--- config.mk ---
export PLATFORM = sky130hd
export DESIGN_NAME = cfgbank_top
export DESIGN_NICKNAME = d
export VERILOG_FILES = /design/src/rtl/cfgbank_pkg.sv /design/src/rtl/cfgbank_parchk.sv /design/src/rtl/cfgbank_cfgreg.sv /design/src/rtl/cfgbank_top.sv
export SDC_FILE = /design/constraint.sdc
export NUM_CORES = 1
export LEC_CHECK = 0
export BUFFER_PORTS_ARGS = -buffer_cell sky130_fd_sc_hd__buf_2
export CAP_MARGIN = 25
export CORE_MARGIN = 2
export CORE_UTILIZATION = 32
export CTS_CLUSTER_DIAMETER = 200
export DETAILED_ROUTE_END_ITERATION = 6
export GPL_TIMING_DRIVEN = 0
export HOLD_SLACK_MARGIN = 0.12
export SLEW_MARGIN = 20
export SYNTH_ARGS = -nofsm -noshare
export SYNTH_HDL_FRONTEND = slang
export SYNTH_HIERARCHICAL = 1
export SYNTH_SLANG_ARGS = --single-unit
--- constraint.sdc ---
create_clock -name clk -period 5.85 [get_ports clk]
set_clock_uncertainty 0.2 [all_clocks]
set_input_delay 1.4625 -clock clk [delete_from_list [all_inputs] [get_ports clk]]
set_output_delay 1.4625 -clock clk [all_outputs]
set_load 0.01 [all_outputs]
--- src/rtl/cfgbank_pkg.sv ---
// Package: word indices, field masks and the odd-parity helper shared by
// the configuration bank and its checker. Assumes a 32-bit word with
// parity in bits 31:29 covering bytes 2..0.
package cfgbank_pkg;
    localparam int WORD_W  = 32;
    localparam int PAR_LSB = 29;
    localparam int NGRP    = 3;

    localparam logic [2:0] IDX_ID0  = 3'd0;
    localparam logic [2:0] IDX_ID1  = 3'd1;
    localparam logic [2:0] IDX_CTRL = 3'd2;
    localparam logic [2:0] IDX_WM   = 3'd3;
    localparam logic [2:0] IDX_MSK0 = 3'd4;
    localparam logic [2:0] IDX_MSK1 = 3'd5;

    localparam int CTRL_WEN_BIT  = 0;
    localparam int CTRL_SYNC_BIT = 8;
    localparam logic [WORD_W-1:0] CTRL_MASK = 32'h0000_0101;

    // Odd parity per byte group: bit g set when byte g holds an even count.
    function automatic logic [NGRP-1:0] odd_par(input logic [WORD_W-1:0] d);
        logic [NGRP-1:0] p;
        for (int g = 0; g < NGRP; g++) begin
            p[g] = ~^d[8*g +: 8];
        end
        return p;
    endfunction
endpackage

--- src/rtl/cfgbank_parchk.sv ---
// Write-side parity checker: derives the expected odd parity of each byte
// group of already-masked write data and compares it with the supplied
// bits. Assumes reserved bits are masked to zero by the caller.
module cfgbank_parchk #(
    parameter int GROUPS = 3
) (
    input  logic [8*GROUPS-1:0] data,
    input  logic [GROUPS-1:0]   par_in,
    input  logic [GROUPS-1:0]   grp_en,
    output logic                par_ok
);
    logic [GROUPS-1:0] par_exp;

    // One inverted reduction per byte group.
    for (genvar g = 0; g < GROUPS; g++) begin : g_grp
        assign par_exp[g] = ~^data[8*g +: 8];
    end

    // Only the groups enabled for the addressed word take part.
    assign par_ok = ((par_exp ^ par_in) & grp_en) == '0;
endmodule

--- src/rtl/cfgbank_cfgreg.sv ---
// One staged configuration word: a shadow register written from the bus
// and an active register that copies the shadow while sync is high.
// Assumes wr_data is already masked to the word's defined fields.
module cfgbank_cfgreg #(
    parameter int          W         = 32,
    parameter logic [W-1:0] RESET_VAL = '0
) (
    input  logic         clk,
    input  logic         rst_n,
    input  logic         wr_en,
    input  logic [W-1:0] wr_data,
    input  logic         sync,
    output logic [W-1:0] shadow,
    output logic [W-1:0] active
);
    // Shadow capture of accepted writes.
    always_ff @(posedge clk) begin
        if (!rst_n)     shadow <= RESET_VAL;
        else if (wr_en) shadow <= wr_data;
    end

    // Publication of the shadow while sync is high.
    always_ff @(posedge clk) begin
        if (!rst_n)    active <= RESET_VAL;
        else if (sync) active <= shadow;
    end
endmodule

--- src/rtl/cfgbank_top.sv ---
// Configuration register bank: two fixed identification words, a control
// word (write-disable, sync), a watermark word and two enable masks, all
// with software-supplied odd byte parity. Assumes single-cycle writes on a
// simple register bus; read data is combinational on the word index.
module cfgbank_top
    import cfgbank_pkg::*;
#(
    parameter logic [31:0] ID_WORD       = 32'h5C31_0010,
    parameter int          RAMWM_LSB     = 12,
    parameter int          RAMWM_W       = 8,
    parameter int          FLWM_W        = 7,
    parameter int          MASK0_BITS    = 24,
    parameter int          MASK1_BITS    = 17,
    parameter logic [31:0] MASK0_RST_CLR = 32'h0000_0007
) (
    input  logic                  clk,
    input  logic                  rst_n,
    input  logic [2:0]            bus_addr,
    input  logic                  bus_we,
    input  logic [31:0]           bus_wdata,
    output logic [31:0]           bus_rdata,
    output logic                  rst_req,
    output logic                  par_err,
    output logic                  cfg_locked,
    output logic                  cfg_sync,
    output logic [RAMWM_W-1:0]    ram_wm,
    output logic [FLWM_W-1:0]     flash_wm,
    output logic [MASK0_BITS-1:0] en_mask0,
    output logic [MASK1_BITS-1:0] en_mask1
);
    localparam logic [31:0] WM_MASK =
        (32'((64'(1) << RAMWM_W) - 1) << RAMWM_LSB) | 32'((64'(1) << FLWM_W) - 1);
    localparam logic [31:0] M0_MASK = 32'((64'(1) << MASK0_BITS) - 1);
    localparam logic [31:0] M1_MASK = 32'((64'(1) << MASK1_BITS) - 1);
    localparam logic [31:0] WM_RST  = WM_MASK;
    localparam logic [31:0] M0_RST  = M0_MASK & ~MASK0_RST_CLR;
    localparam logic [31:0] M1_RST  = M1_MASK;
    localparam logic [31:0] ID1_VAL = 32'(MASK0_BITS + MASK1_BITS);

    logic        wen_q, sync_q, rst_req_q, par_err_q;
    logic [31:0] cur_mask, wdata_m;
    logic [2:0]  grp_en;
    logic        is_id, is_ctrl, is_wm, is_m0, is_m1, is_writable;
    logic        wr_ok, par_ok, ctrl_conflict;
    logic        ctrl_wr, wm_wr, m0_wr, m1_wr, perr_set;
    logic [31:0] wm_shd, wm_act, m0_shd, m0_act, m1_shd, m1_act;
    logic        unused_bits;

    // Address decode of the word index.
    always_comb begin
        is_id   = (bus_addr == IDX_ID0) || (bus_addr == IDX_ID1);
        is_ctrl = (bus_addr == IDX_CTRL);
        is_wm   = (bus_addr == IDX_WM);
        is_m0   = (bus_addr == IDX_MSK0);
        is_m1   = (bus_addr == IDX_MSK1);
        is_writable = is_ctrl | is_wm | is_m0 | is_m1;
    end

    // Field mask and checked parity groups for the addressed word.
    always_comb begin
        cur_mask = '0;
        grp_en   = 3'b111;
        if (is_ctrl) begin
            cur_mask = CTRL_MASK;
            grp_en   = 3'b011;
        end else if (is_wm) begin
            cur_mask = WM_MASK;
        end else if (is_m0) begin
            cur_mask = M0_MASK;
        end else if (is_m1) begin
            cur_mask = M1_MASK;
        end
    end

    assign wdata_m = bus_wdata & cur_mask;

    cfgbank_parchk #(.GROUPS(NGRP)) u_parchk (
        .data   (wdata_m[8*NGRP-1:0]),
        .par_in (bus_wdata[PAR_LSB +: NGRP]),
        .grp_en (grp_en),
        .par_ok (par_ok)
    );

    // Write qualification: lock gate, parity gate, control-word conflict.
    always_comb begin
        wr_ok         = bus_we && is_writable && !wen_q;
        ctrl_conflict = bus_wdata[CTRL_WEN_BIT] && (bus_wdata[CTRL_SYNC_BIT] != sync_q);
        perr_set      = wr_ok && !par_ok;
        ctrl_wr       = wr_ok && par_ok && is_ctrl && !ctrl_conflict;
        wm_wr         = wr_ok && par_ok && is_wm;
        m0_wr         = wr_ok && par_ok && is_m0;
        m1_wr         = wr_ok && par_ok && is_m1;
    end

    // Control word: sticky write-disable and the sync bit.
    always_ff @(posedge clk) begin
        if (!rst_n) begin
            wen_q  <= 1'b0;
            sync_q <= 1'b1;
        end else if (ctrl_wr) begin
            wen_q  <= wen_q | bus_wdata[CTRL_WEN_BIT];
            sync_q <= bus_wdata[CTRL_SYNC_BIT];
        end
    end

    // Reset-request pulse and sticky parity-error flag.
    always_ff @(posedge clk) begin
        if (!rst_n) begin
            rst_req_q <= 1'b0;
            par_err_q <= 1'b0;
        end else begin
            rst_req_q <= bus_we && is_id;
            par_err_q <= par_err_q | perr_set;
        end
    end

    cfgbank_cfgreg #(.W(32), .RESET_VAL(WM_RST)) u_wm (
        .clk(clk), .rst_n(rst_n), .wr_en(wm_wr), .wr_data(wdata_m),
        .sync(sync_q), .shadow(wm_shd), .active(wm_act)
    );
    cfgbank_cfgreg #(.W(32), .RESET_VAL(M0_RST)) u_m0 (
        .clk(clk), .rst_n(rst_n), .wr_en(m0_wr), .wr_data(wdata_m),
        .sync(sync_q), .shadow(m0_shd), .active(m0_act)
    );
    cfgbank_cfgreg #(.W(32), .RESET_VAL(M1_RST)) u_m1 (
        .clk(clk), .rst_n(rst_n), .wr_en(m1_wr), .wr_data(wdata_m),
        .sync(sync_q), .shadow(m1_shd), .active(m1_act)
    );

    // Read mux: parity regenerated from stored fields, reserved bits zero.
    always_comb begin
        unique case (bus_addr)
            IDX_ID0:  bus_rdata = ID_WORD;
            IDX_ID1:  bus_rdata = ID1_VAL;
            IDX_CTRL: bus_rdata = {1'b0, ~sync_q, ~wen_q, 20'd0, sync_q, 7'd0, wen_q};
            IDX_WM:   bus_rdata = {odd_par(wm_shd), wm_shd[28:0]};
            IDX_MSK0: bus_rdata = {odd_par(m0_shd), m0_shd[28:0]};
            IDX_MSK1: bus_rdata = {odd_par(m1_shd), m1_shd[28:0]};
            default:  bus_rdata = '0;
        endcase
    end

    assign rst_req    = rst_req_q;
    assign par_err    = par_err_q;
    assign cfg_locked = wen_q;
    assign cfg_sync   = sync_q;
    assign ram_wm     = wm_act[RAMWM_LSB +: RAMWM_W];
    assign flash_wm   = wm_act[FLWM_W-1:0];
    assign en_mask0   = m0_act[MASK0_BITS-1:0];
    assign en_mask1   = m1_act[MASK1_BITS-1:0];

    // Bits beyond the published fields are held at zero by the masks.
    assign unused_bits = ^{wdata_m[31:8*NGRP], wm_act, m0_act, m1_act};
endmodule

==> impl_metrics.json, run 1 <==
{
  "ios": 130,
  "nets": 939,
  "drive_above_1_share": 0.218,
  "final_common_cell": "mux2i_1",
  "fin_area_um2": 9080,
  "core_um2": 22600,
  "cellLeakagePower_nw": 3.83,
  "fp.dieArea_um2": 24200,
  "status": "finished, final reports clean",
  "drc_errors": 0,
  "holdBufCountCts": 0,
  "avgSynthCellArea_um2": 9.88,
  "ant_nets": 0,
  "arrival_ns": 5.31,
  "power.density_nw_per_um2": 294,
  "critPathMaxFanout": 10,
  "maxSlewViolCount": 0,
  "hold_violations": 0,
  "grt_pass1_wl_um": 33400,
  "hold_path_class": "reg -> reg",
  "rows": 55,
  "num_antenna_cells": 0,
  "drv_cap": 0,
  "start_util": 0.325,
  "tritoncts": "yes",
  "max-slew-margin-rel": 0.444,
  "fillerInstances": 2323,
  "fmax_mhz": 191,
  "dieHeight_um": 155,
  "viasPerCell": 4.70,
  "antenna_found_initial": 1,
  "port_buffers": 123,
  "htreeDepth": 4,
  "grt_util_all_layers": 0.186,
  "fin_crit_ns": 5.22,
  "worst_pin_slew_ns": 0.827,
  "ys_warn_count": 6,
  "cts_sinks": 147,
  "synth.cell_area_um2": 7340,
  "route.vias.total": 5634,
  "placed_cell_area_um2": 8380,
  "multi_input_area_um2": 3940,
  "dieWidth_um": 155,
  "drt-total-wl_um": 22300,
  "cp-end-kind": "register",
  "crit_type": "in -> reg",
  "wl_per_cell_um": 18.7,
  "post_cts_buffers": 0,
  "clk_pin_slew_ns": 0.06,
  "grt_max_degree": 17,
  "fin_crit_sh": 0.893,
  "cts_root_buf": "clkbuf_16",
  "syn2layout_area_growth_pct": 23.7,
  "layout_common_cells": "167 x mux2i_1, 147 x dfxtp_1, 134 x buf_2",
  "setup_viol": 0,
  "p_total_w": 0.00267,
  "gp_congestion": 0.809,
  "cts_buffers": 17,
  "postCtsResizedCells": 0,
  "grt_pass1_vias": 5490,
  "rsz0062_at_grt": "no",
  "dr.first_iter.drc_count": 319,
  "max-vdd-ir-drop_mv": 0.210,
  "grt_overflow_total": 0,
  "worstSkewPairLatency_ns": 0.43,
  "synth_cells": 743,
  "dp.final_hpwl_um": 16400,
  "regArea_um2": 2940,
  "critPathRequiredTime_ns": 5.94,
  "setup.worst_path.start_class": "input pin",
  "cts_max_path_buffers": 2,
  "fin_tns_setup_ns": 0,
  "firstDrtPassIters": 5
}
==> report_power, final <==
part | leakage [nW] | internal, W | total [W] | switching (W)
logic | 2.30 | 0.000142 | 0.000316 | 0.000174
registers | 1.19 | 0.00102 | 0.00105 | 0.0000230
clock network | 0.342 | 0.000886 | 0.00131 | 0.000425
total | 3.83 | 0.00205 | 0.00267 | 0.000622
==> through the flow <==
step	instances	setup slack, ns	utilization	hold WS (ns)
2_1_floorplan	759	1.22	-	0.274
3_3_place_gp	1167	0.232	0.371	0.252
3_5_place_dp	1167	0.207	0.371	0.254
4_1_cts	1198	0.670	0.402	0.271
5_1_grt	1198	0.417	0.402	0.287
6_report	1198	0.627	0.402	0.268
==> critical path, stage by stage <==
cell and delay [ns]:
buf_2 0.14, buf_2 0.20, nand2b_1 0.20, nand2_1 0.10
clkbuf_1 0.57, and2_1 0.33, xor2_1 0.20, xnor3_2 0.45
xnor2_1 0.15, a221oi_2 0.34, nand3b_1 0.27, nor3_1 0.25
buf_6 0.15, buf_6 0.19, mux2i_1 0.21, nand2_1 0.06
==> path summary, 6_finish.rpt <==
check,start,endpoint,slack (ns),cells after the start
max,bus_addr[2],u_m0/shadow[12]$_SDFFE_PN1P_,0.63,16
min,u_m0/active[20]$_SDFFE_PN1P_,u_m0/active[20]$_SDFFE_PN1P_,0.27,2
max reg2reg,cfg_locked$_SDFFE_PN0P_,u_m0/shadow[12]$_SDFFE_PN1P_,3.93,6
min reg2reg,u_m0/active[20]$_SDFFE_PN1P_,u_m0/active[20]$_SDFFE_PN1P_,0.27,2
==> sequential cells by signal (all words and copies together), names as in the netlist, 15 cells and up <==
name         count
u_m0/shadow     29
u_m1/shadow     29
u_wm/shadow     29
u_m0/active     24
u_m1/active     17
u_wm/active     15
==> area by class of cell <==
type	instances	area share
flip-flops and latches	147	0.324
clock buffers	22	0.0533
well taps	285	0.0393
multi-input cells	549	0.434
inverters	4	0.00165
plain buffers	59	0.0555
repair buffers	123	0.0678
clock inverters	9	0.0245
==> per-layer routing <==
metal | global-route usage | share of wire
met3 | 0.0440 | 0.059
met2 | 0.296 | 0.46
met5 | 0 | 0.00058
met4 | 0.0590 | 0.021
met1 | 0.250 | 0.46
Note: power is estimated with default switching activity, not from simulation.
==> run 2, diff against run 1 <==
--- a/config.mk
+++ b/config.mk
@@ -13,6 +13,7 @@
 export DETAILED_ROUTE_END_ITERATION = 6
 export GPL_TIMING_DRIVEN = 0
 export HOLD_SLACK_MARGIN = 0.12
+export RECOVER_POWER = 25
 export SLEW_MARGIN = 20
 export SYNTH_ARGS = -nofsm -noshare
 export SYNTH_HDL_FRONTEND = slang
==> constraint.sdc (replaced) <==
create_clock -name clk -period 6.7 [get_ports clk]
set_clock_uncertainty 0.2 [all_clocks]
set_input_delay 1.675 -clock clk [delete_from_list [all_inputs] [get_ports clk]]
set_output_delay 1.675 -clock clk [all_outputs]
set_load 0.01 [all_outputs]
==> impl_metrics.json, run 2 (synthesis results as in run 1) <==
{
  "grt_pass1_vias": 5490,
  "holdPathEnd": "u_m1/active[12]$_SDFFE_PN1P_",
  "worst_pin_slew_ns": 0.801,
  "drt-total-wl_um": 22300,
  "worstSkewPairLatency_ns": 0.43,
  "p_total_w": 0.00233,
  "holdBufCountCts": 0,
  "tritoncts": "yes",
  "cts_sinks": 147,
  "max-vdd-ir-drop_mv": 0.183,
  "grt_util_all_layers": 0.186,
  "crit_start": "bus_addr[2]",
  "reg2reg_to": "u_m0/shadow[4]$_SDFFE_PN1P_",
  "drv_cap": 0,
  "post_cts_buffers": 0,
  "grt_max_degree": 17,
  "fin_crit_sh": 0.831,
  "nets": 939,
  "ios": 130,
  "dieHeight_um": 155,
  "cellLeakagePower_nw": 3.80,
  "setup.worst_path.start_class": "input pin",
  "critPathMaxFanout": 10,
  "fin_tns_setup_ns": 0,
  "cts_buffers": 17,
  "drive_above_1_share": 0.206,
  "ant_nets": 0,
  "power_switching_w": 0.000542,
  "syn2layout_area_growth_pct": 23.5,
  "min-delay-start": "u_m1/active[12]$_SDFFE_PN1P_",
  "antenna_found_initial": 0,
  "rsz0062_at_grt": "no",
  "fmax_mhz": 180,
  "whs_path_depth": 2,
  "cp-end-kind": "register",
  "dp.final_hpwl_um": 16400,
  "clk_pin_slew_ns": 0.06,
  "dr.first_iter.drc_count": 314,
  "htreeDepth": 4,
  "start_util": 0.325,
  "rows": 55,
  "num_antenna_cells": 0,
  "hold_path_class": "reg -> reg",
  "internal_power_w": 0.00179,
  "crit_type": "in -> reg",
  "grt_overflow_total": 0,
  "layout_common_cells": "167 x mux2i_1, 147 x dfxtp_1, 130 x nand2_1",
  "fin_crit_ns": 5.57,
  "viasPerCell": 4.69,
  "final_common_cell": "mux2i_1",
  "cts_max_path_buffers": 2,
  "r2r_cells": 6,
  "power.share.clock": 0.490,
  "gp_congestion": 0.809,
  "hold-worst-slack_ns": 0.268,
  "firstDrtPassIters": 5,
  "postCtsResizedCells": 0,
  "power.density_nw_per_um2": 257,
  "maxSlewViolCount": 0,
  "top_regs": "u_m0/shadow (29), u_m1/shadow (29), u_wm/shadow (29)",
  "route.vias.total": 5620,
  "cts_root_buf": "clkbuf_16",
  "hold_violations": 0,
  "critPathRequiredTime_ns": 6.79,
  "wl_per_cell_um": 18.6,
  "arrival_ns": 5.66,
  "pwr-share-seq": 0.392,
  "swShare": 0.232,
  "max-slew-margin-rel": 0.461,
  "power_frac_comb": 0.118,
  "core_um2": 22600,
  "r2r_start": "cfg_locked$_SDFFE_PN0P_",
  "rrSetupSlack_ns": 4.79,
  "port_buffers": 123,
  "drc_errors": 0,
  "fp.dieArea_um2": 24200,
  "grt_pass1_wl_um": 33400,
  "status": "finished, final reports clean",
  "dieWidth_um": 155,
  "setup_viol": 0
}
==> run 2: changes by cell type in the layout (fill, tap and decap cells not counted) <==
cell      delta
buf_2       -11
clkbuf_1    +11
==> run 2: final cells by class <==
| type | instances | area [µm²] |
|---|---|---|
| fill | 2332 | 13500 |
| multi-input combinational | 549 | 3940 |
| sequential | 147 | 2940 |
| timing repair buffer | 123 | 612 |
| buffer | 59 | 494 |
| clock buffer | 22 | 484 |
| tap | 285 | 357 |
| clock inverter | 9 | 223 |
| inverter | 4 | 15.0 |
==> run 2: how the worst max path moves through the flow <==
stage                                        end  slack, ns  depth (start not counted)
floorplan            u_m0/shadow[8]$_SDFFE_PN1P_       1.86                         17
finish               u_m0/shadow[4]$_SDFFE_PN1P_       1.13                         16
detailed placement   u_m0/shadow[4]$_SDFFE_PN1P_       0.84                         16
global placement     u_m0/shadow[8]$_SDFFE_PN1P_       0.87                         16
CTS                  u_m0/shadow[5]$_SDFFE_PN1P_       1.31                         16
global route        u_m0/shadow[12]$_SDFFE_PN1P_       0.91                         16
==> run 2: power groups by stage <==
stage               clock network, W  registers [W]  logic [W]
finish                       0.00114       0.000914   0.000275
global route                 0.00121       0.000916   0.000296
detailed placement                 0       0.000933   0.000276
floorplan                          0       0.000929   0.000186
CTS                          0.00116       0.000914   0.000277
global placement                   0       0.000932   0.000274
==> run 2: routing by layer <==
metal,global-route usage,vias to the layer above,wire length (µm)
met5,0,-,0
met4,0.0590,0,442
met3,0.0440,22,1350
met2,0.296,169,10300
met1,0.250,2656,10200
li1,-,2773,-
==> run 2: through the flow <==
stage                util  area, µm²  setup WS, ns  cells
floorplan               -       7400          1.86    759
global placement    0.371       8380         0.870   1167
detailed placement  0.371       8380         0.844   1167
CTS                 0.402       9080          1.31   1198
global route        0.402       9070         0.906   1198
finish              0.402       9070          1.13   1198
==> run 2: critical path, stage by stage <==
cell	delay, ns
buf_2	0.14
clkbuf_1	0.27
nand2b_1	0.27
nand2_1	0.09
clkbuf_1	0.58
and2_1	0.32
xor2_1	0.20
xnor3_2	0.45
xnor2_1	0.15
a221oi_2	0.34
nand3b_1	0.27
nor3_1	0.25
buf_6	0.15
buf_6	0.19
mux2i_1	0.23
nand2_1	0.07
